### config.mk
export PLATFORM = sky130hd
export DESIGN_NAME = audio_fifo_irq_ctrl
export DESIGN_NICKNAME = d
export VERILOG_FILES = /design/src/rtl/audio_fifo_irq_ctrl.sv
export SDC_FILE = /design/constraint.sdc
export NUM_CORES = 2
export LEC_CHECK = 0
export BUFFER_PORTS_ARGS = -buffer_cell sky130_fd_sc_hd__buf_2
export CORE_MARGIN = 2
export CORE_UTILIZATION = 33
export CTS_CLUSTER_SIZE = 28
export DETAILED_ROUTE_END_ITERATION = 7
export GPL_TIMING_DRIVEN = 0
export PLACE_DENSITY_LB_ADDON = 0.3
export SYNTH_ARGS = -nofsm -noshare
export SYNTH_HDL_FRONTEND = slang
export SYNTH_SLANG_ARGS = --single-unit
### constraint.sdc
create_clock -name clk -period 4.1 [get_ports clk]
set_input_delay 0.205 -clock clk [delete_from_list [all_inputs] [get_ports clk]]
set_output_delay 0.205 -clock clk [all_outputs]
set_load 0.01 [all_outputs]
### src/rtl/audio_fifo_irq_ctrl.sv
module audio_fifo_irq_ctrl #(
  parameter int DEPTH = 32,
  parameter int DW    = 32
) (
  input  logic          clk,
  input  logic          rst_n,
  input  logic          bus_en,
  input  logic          bus_we,
  input  logic [2:0]    bus_addr,
  input  logic [31:0]   bus_wdata,
  output logic [31:0]   bus_rdata,
  input  logic          tx_req,
  output logic [DW-1:0] tx_data,
  output logic          tx_valid,
  input  logic          rx_push,
  input  logic [DW-1:0] rx_data,
  output logic          irq
);
  localparam int AW = $clog2(DEPTH);
  localparam int LW = AW + 1;
  localparam int TXTH_LSB = 4;
  localparam int RXTH_LSB = 20;
  localparam logic [1:0] FLUSH_CYC = 2'd2;
  localparam logic [2:0] A_TXLVL = 3'd0, A_RXLVL = 3'd1, A_ICTL = 3'd2, A_ISTAT = 3'd3,
                         A_XFER = 3'd4, A_CLR = 3'd5, A_TXD = 3'd6, A_RXD = 3'd7;

  logic [DW-1:0] tx_mem [DEPTH];
  logic [DW-1:0] rx_mem [DEPTH];
  logic [AW-1:0] tx_wp, tx_rp, rx_wp, rx_rp;
  logic [LW-1:0] tx_lvl, rx_lvl;
  logic [1:0]    tx_fl, rx_fl;
  logic [AW-1:0] tx_thm1, rx_thm1;
  logic          tx_run, rx_run, txe_en, rxf_en, udr;

  function automatic logic [AW-1:0] nxt(input logic [AW-1:0] p);
    return (p == AW'(DEPTH - 1)) ? '0 : p + 1'b1;
  endfunction

  wire wr        = bus_en & bus_we;
  wire rd        = bus_en & ~bus_we;
  wire wr_ictl   = wr && (bus_addr == A_ICTL);
  wire tx_clr_wr = wr && (bus_addr == A_CLR) && bus_wdata[0];
  wire rx_clr_wr = wr && (bus_addr == A_CLR) && bus_wdata[1];
  wire tx_busy   = (tx_fl != 2'd0);
  wire rx_busy   = (rx_fl != 2'd0);
  wire tx_empty  = (tx_lvl == '0);
  wire rx_empty  = (rx_lvl == '0);

  wire tx_push_ok = wr && (bus_addr == A_TXD) && !tx_busy && (tx_lvl != LW'(DEPTH));
  wire tx_pop_ok  = tx_req && tx_run && !tx_empty && !tx_busy;
  wire rx_push_ok = rx_push && rx_run && !rx_busy && (rx_lvl != LW'(DEPTH));
  wire rx_pop_ok  = rd && (bus_addr == A_RXD) && !rx_empty && !rx_busy;
  wire udr_hit    = tx_req && tx_run && tx_empty && !tx_busy;

  wire txe_st = (tx_lvl <= (LW'(tx_thm1) + LW'(1)));
  wire rxf_st = (rx_lvl >= (LW'(rx_thm1) + LW'(1)));

  always_ff @(posedge clk) begin
    if (!rst_n) begin
      tx_wp <= '0; tx_rp <= '0; tx_lvl <= '0; tx_fl <= 2'd0;
    end else if (tx_clr_wr) begin
      tx_wp <= '0; tx_rp <= '0; tx_lvl <= '0; tx_fl <= FLUSH_CYC;
    end else if (tx_busy) begin
      tx_wp <= '0; tx_rp <= '0; tx_lvl <= '0; tx_fl <= tx_fl - 2'd1;
    end else begin
      if (tx_push_ok) tx_wp <= nxt(tx_wp);
      if (tx_pop_ok)  tx_rp <= nxt(tx_rp);
      tx_lvl <= tx_lvl + LW'(tx_push_ok) - LW'(tx_pop_ok);
    end
  end

  always_ff @(posedge clk) begin
    if (!rst_n) begin
      rx_wp <= '0; rx_rp <= '0; rx_lvl <= '0; rx_fl <= 2'd0;
    end else if (rx_clr_wr) begin
      rx_wp <= '0; rx_rp <= '0; rx_lvl <= '0; rx_fl <= FLUSH_CYC;
    end else if (rx_busy) begin
      rx_wp <= '0; rx_rp <= '0; rx_lvl <= '0; rx_fl <= rx_fl - 2'd1;
    end else begin
      if (rx_push_ok) rx_wp <= nxt(rx_wp);
      if (rx_pop_ok)  rx_rp <= nxt(rx_rp);
      rx_lvl <= rx_lvl + LW'(rx_push_ok) - LW'(rx_pop_ok);
    end
  end

  always_ff @(posedge clk) begin
    if (tx_push_ok) tx_mem[tx_wp] <= bus_wdata[DW-1:0];
    if (rx_push_ok) rx_mem[rx_wp] <= rx_data;
  end

  always_ff @(posedge clk) begin
    if (!rst_n) begin
      txe_en <= 1'b0; rxf_en <= 1'b0; tx_thm1 <= '0; rx_thm1 <= '0;
      tx_run <= 1'b0; rx_run <= 1'b0; udr <= 1'b0;
    end else begin
      if (wr_ictl) begin
        txe_en  <= bus_wdata[0];
        rxf_en  <= bus_wdata[16];
        tx_thm1 <= bus_wdata[TXTH_LSB +: AW];
        rx_thm1 <= bus_wdata[RXTH_LSB +: AW];
      end
      if (wr && (bus_addr == A_XFER)) begin
        tx_run <= bus_wdata[0];
        rx_run <= bus_wdata[1];
      end
      if (udr_hit)                      udr <= 1'b1;
      else if (wr_ictl && bus_wdata[2]) udr <= 1'b0;
    end
  end

  always_comb begin
    bus_rdata = '0;
    case (bus_addr)
      A_TXLVL: bus_rdata[LW-1:0] = tx_lvl;
      A_RXLVL: bus_rdata[LW-1:0] = rx_lvl;
      A_ICTL: begin
        bus_rdata[0]  = txe_en;
        bus_rdata[16] = rxf_en;
        bus_rdata[TXTH_LSB +: AW] = tx_thm1;
        bus_rdata[RXTH_LSB +: AW] = rx_thm1;
      end
      A_ISTAT: begin
        bus_rdata[0]  = txe_st;
        bus_rdata[1]  = udr;
        bus_rdata[16] = rxf_st;
      end
      A_XFER: bus_rdata[1:0] = {rx_run, tx_run};
      A_CLR:  bus_rdata[1:0] = {rx_busy, tx_busy};
      A_RXD:  if (!rx_empty && !rx_busy) bus_rdata[DW-1:0] = rx_mem[rx_rp];
      default: bus_rdata = '0;
    endcase
  end

  assign tx_data  = tx_mem[tx_rp];
  assign tx_valid = !tx_empty && !tx_busy;
  assign irq      = (txe_st & txe_en) | (rxf_st & rxf_en) | udr;
endmodule

==> summary.md <==
| Metric | Value |
|---|---|
| Number of enable flip-flop cells after synthesis | `2,048` |
| Leak | `28.84 nW` |
| Minimum hold slack | `0.1544 ns` |
| Buffers & Inverters on Critical Path | `3` |
| Async set or reset register ratio after synthesis | `0%` |
| Drt initial violations | `roughly 4,200` |
| Yosys warns | `0` |
| Die height | `around 500 um` |
| Worst Hold Depth | `5` |
| Mean Syn Cell Area | `23.29 um^2` |
| Layout cell share with drive strength beyond 1 | `between 30% and 40%` |
| Critical Path Max Stage Delay | `0.84 ns` |
| Number of nets in the layout | `a little over 4,000` |
| TritonCTS buffer count | `204` |
| Die width | `500.4 um` |
| Outcome | `complete, no violations` |
| Final setup fails | `0` |
| CTS tree | `yes` |
| CTS max path bufs | `3` |
| Worst skew pair latency | `0.84 ns` |
| Initial antenna violation count | `16` |
| Hpwl dp | `143,400 um` |
| Post-synth cell types | `61` |
| Global-route wire length before repair | `301,300 um` |
| Reg2Reg Depth | `7` |
| Inst Count DP | `6,922` |
| I/O pins | `between 100 and 150` |
| CP Cell Sequence | `buf_2 -> clkdlybuf4s15_1 -> mux4_2 -> mux4_2 -> a22o_1 -> buf_2` |
| Final worst setup slack | `0.07927 ns` |
| Total Wirelength | `214,200 um` |
| Core area | `245,500 um^2` |
| Global route overflow | `0` |
| Starting density of the core | `33.13%` |
| Cell Rows | `182` |
| Syn Nets | `3,613` |
| Final hold viol count | `0` |
| Largest net degree at the start of global routing | `36` |
| Finished Layout Cells | `7,376` |
| DIE AREA | `250,400 um^2` |
| CP Capture Type | `output pin` |
| Critical path peak fanout | `10` |
| Slowest CP cell | `clkdlybuf4s15_1` |
| DR vias | `38,540` |
| Filler cell count | `21,730` |
| Post-synthesis sequential area ratio | `77.13%` |
| Pre-antenna DRT Iters | `7` |
| Critical Path RT | `around 3.9 ns` |
| Final Wtd Congestion | `0.7651` |
| Vias/cell | `5.226` |
| Period utilization | `98.07%` |
| Pre-CTS WS | `0.06783 ns` |
| Design Power | `43.21 mW` |
| Min-delay worst type | `input pin to flip-flop` |
| Critical path class | `flip-flop to output pin` |
| Synth Register Bits | `2,109` |
| Multi-input gate area | `18,140 um^2` |
| WL per Instance | `just under 30 um` |
| CP arrival | `3.82 ns` |
| Peak VDD IR | `0.5216 mV` |
| Slew Limit Fails | `0` |
| Startpoint Class | `flip-flop` |
| Most used DFF post-synth | `edfxtp_1` |
| Pwr/cell area | `around 450 nW/um^2` |
| Maximum capacitance violations | `0` |
| Slew at the pin closest to its max-slew limit | `1.131 ns` |
| Drt drc | `0` |
| Synthesized area | `slightly above 80,000 um^2` |
| Slew Limit Headroom | `24.58%` |
| Area added between synthesis and finish | `17.66%` |
| Vias in the first global route | `39,470` |
| Buffers on Ports | `136` |
| Achievable Freq | `248.7 MHz` |
| GRT Resource Usage Total | `16.90%` |
| Reg clk slew, reported paths | `0.06 ns` |
| Cell family with most CP delay | `buffers and inverters` |
| Sequential cell area | `62,720 um^2` |
| H-Tree Depth | `4` |
| Antenna-violating nets left | `0` |
| Total stage count of the critical path | `6` |
| Layout Skew | `between 0.02 and 0.03 ns` |
| CTS Sinks | `2,109` |
| Root Buffer | `clkbuf_16` |
| Fin crit period | `4.021 ns` |
| Gate Count Post-Synth | `3,492` |
==> repair_timing <==
action,in CTS,in global routing
gates resized for setup,89,18
hold endpoints to repair,2081,0
buffers inserted,0,0
setup endpoints to repair,64,16
hold buffers,78,0
==> synth_stat cells (6+ instances only) <==
master / instances / area share [%]
edfxtp_1: 2048 / 76
mux4_2: 612 / 17
nor2_1: 107 / 0.49
clkbuf_1: 86 / 0.40
nand2_1: 64 / 0.30
dfxtp_1: 61 / 1.5
buf_2: 46 / 0.28
ha_1: 46 / 0.71
a21oi_1: 37 / 0.23
inv_1: 37 / 0.17
mux2_2: 34 / 0.47
a22oi_1: 30 / 0.28
a211oi_1: 23 / 0.21
buf_1: 22 / 0.10
mux2i_1: 20 / 0.25
nand3_1: 20 / 0.12
a22o_1: 19 / 0.20
nor2b_1: 19 / 0.15
buf_4: 17 / 0.16
a21boi_0: 15 / 0.14
o21ai_0: 9 / 0.055
a221o_1: 8 / 0.098
nand3b_1: 8 / 0.074
nor3_1: 7 / 0.043
and3_1: 6 / 0.046
xnor2_1: 6 / 0.065
xor2_1: 6 / 0.065
==> flip-flops by register name (all words and copies together) (netlist names), named ones only <==
register and count:
tx_mem 1024, rx_run 1, rx_lvl 6, tx_fl 2
rxf_en 1, txe_en 1, rx_mem 1024, tx_rp 5
udr 1, rx_wp 5, tx_lvl 6, tx_run 1
rx_thm1 5, tx_wp 5, tx_thm1 5, rx_fl 2
rx_rp 5
==> metrics by stage <==
stage	area, um^2	utilization [%]	TNS, ns
floorplan	81320	-	0
global placement	86030	35.05	-3484.94
detailed placement	88150	35.91	0
CTS	95640	38.96	0
global route	95680	38.98	-0.003633
finish	95680	38.98	0
==> power breakdown <==
part / internal, mW / total [mW] / switching, mW / leakage [nW]
Clock: 10.3 / 18.4 / 8.12 / 3.18
Combinational: 0.390 / 1.12 / 0.729 / 6.77
Sequential: 23.6 / 23.7 / 0.0340 / 18.9
Total: 34.3 / 43.2 / 8.88 / 28.8
==> cell usage in the layout, fill, tap and decap left out, types with 7 or more instances in the layout <==
| cell | synthesis | layout |
|---|---|---|
| buf_6 | 4 | 9 |
| a211oi_1 | 23 | 23 |
| nand3b_1 | 8 | 8 |
| nor2b_1 | 19 | 19 |
| clkbuf_1 | 86 | 93 |
| a22o_1 | 19 | 19 |
| clkbuf_2 | 0 | 31 |
| clkinv_2 | 0 | 33 |
| mux2i_1 | 20 | 20 |
| nor2_1 | 107 | 41 |
| buf_1 | 22 | 10 |
| a21boi_0 | 15 | 15 |
| mux4_2 | 612 | 612 |
| a21oi_1 | 37 | 35 |
| nand3_1 | 20 | 20 |
| dfxtp_1 | 61 | 61 |
| nand2_1 | 64 | 64 |
| mux2_2 | 34 | 34 |
| ha_1 | 46 | 46 |
| buf_16 | 0 | 21 |
| o21ai_0 | 9 | 9 |
| dlygate4sd3_1 | 0 | 78 |
| nor2_4 | 0 | 64 |
| clkbuf_16 | 0 | 209 |
| buf_12 | 0 | 53 |
| a221o_1 | 8 | 8 |
| nor3_1 | 7 | 7 |
| buf_2 | 46 | 168 |
| bufinv_16 | 0 | 14 |
| buf_4 | 17 | 31 |
| clkbuf_4 | 0 | 7 |
| a22oi_1 | 30 | 30 |
| edfxtp_1 | 2048 | 2048 |
| inv_1 | 37 | 37 |
| clkinv_1 | 0 | 51 |
==> worst register-to-register path, stage by stage (launching register included) <==
cell      delay [ns]
dfxtp_1         0.44
inv_1           0.10
ha_1            0.23
nor3b_1         0.16
a211oi_2        0.56
nand2_1         0.61
nor2_4          0.96
buf_12          0.29
==> worst paths after layout <==
check / start / to / slack, ns
max: flip-flop / bus_rdata[18] / 0.08
min reg2reg: rx_rp[4]$_SDFFE_PP0N_ / rx_rp[4]$_SDFFE_PP0N_ / 0.49
max reg2reg: rx_lvl[2]$_SDFF_PP0_ / rx_mem[11][28]$_DFFE_PP_ / 0.43
min: bus_addr[2] / rx_run$_SDFFE_PN0P_ / 0.15
==> layout make-up <==
class,count,area share [%]
antenna,1,0.002615
inverter,39,0.1530
clock buffer,257,5.675
timing repair buffer,288,3.240
buffer,174,1.034
sequential,2109,65.55
tap,3220,4.211
multi-input combinational,1169,18.96
clock inverter,119,1.166
==> layer usage <==
layer | global-route usage [%] | vias up | wire length [um]
met1 | 22.39 | 21130 | 88590
met5 | 0 | - | 99
met3 | 2.687 | 251 | 11660
met4 | 3.655 | 14 | 3972
li1 | - | 15930 | -
met2 | 29.31 | 1215 | 109900
==> logic make-up (layout without fill, tap and decap cells) <==
group,after synthesis,after routing,share of synthesized area (%)
flip-flops,2109,2109,77.13
multiplexers,666,666,17.67
AND/OR/NAND/NOR,272,272,1.619
buffers and inverters,214,877,1.174
AO/OA/AOI/OAI,171,171,1.526
adder cells (fa/ha/maj),48,48,0.7570
XOR/XNOR,12,12,0.1292
other,0,1,0
Power figures use the tool's default switching activity.
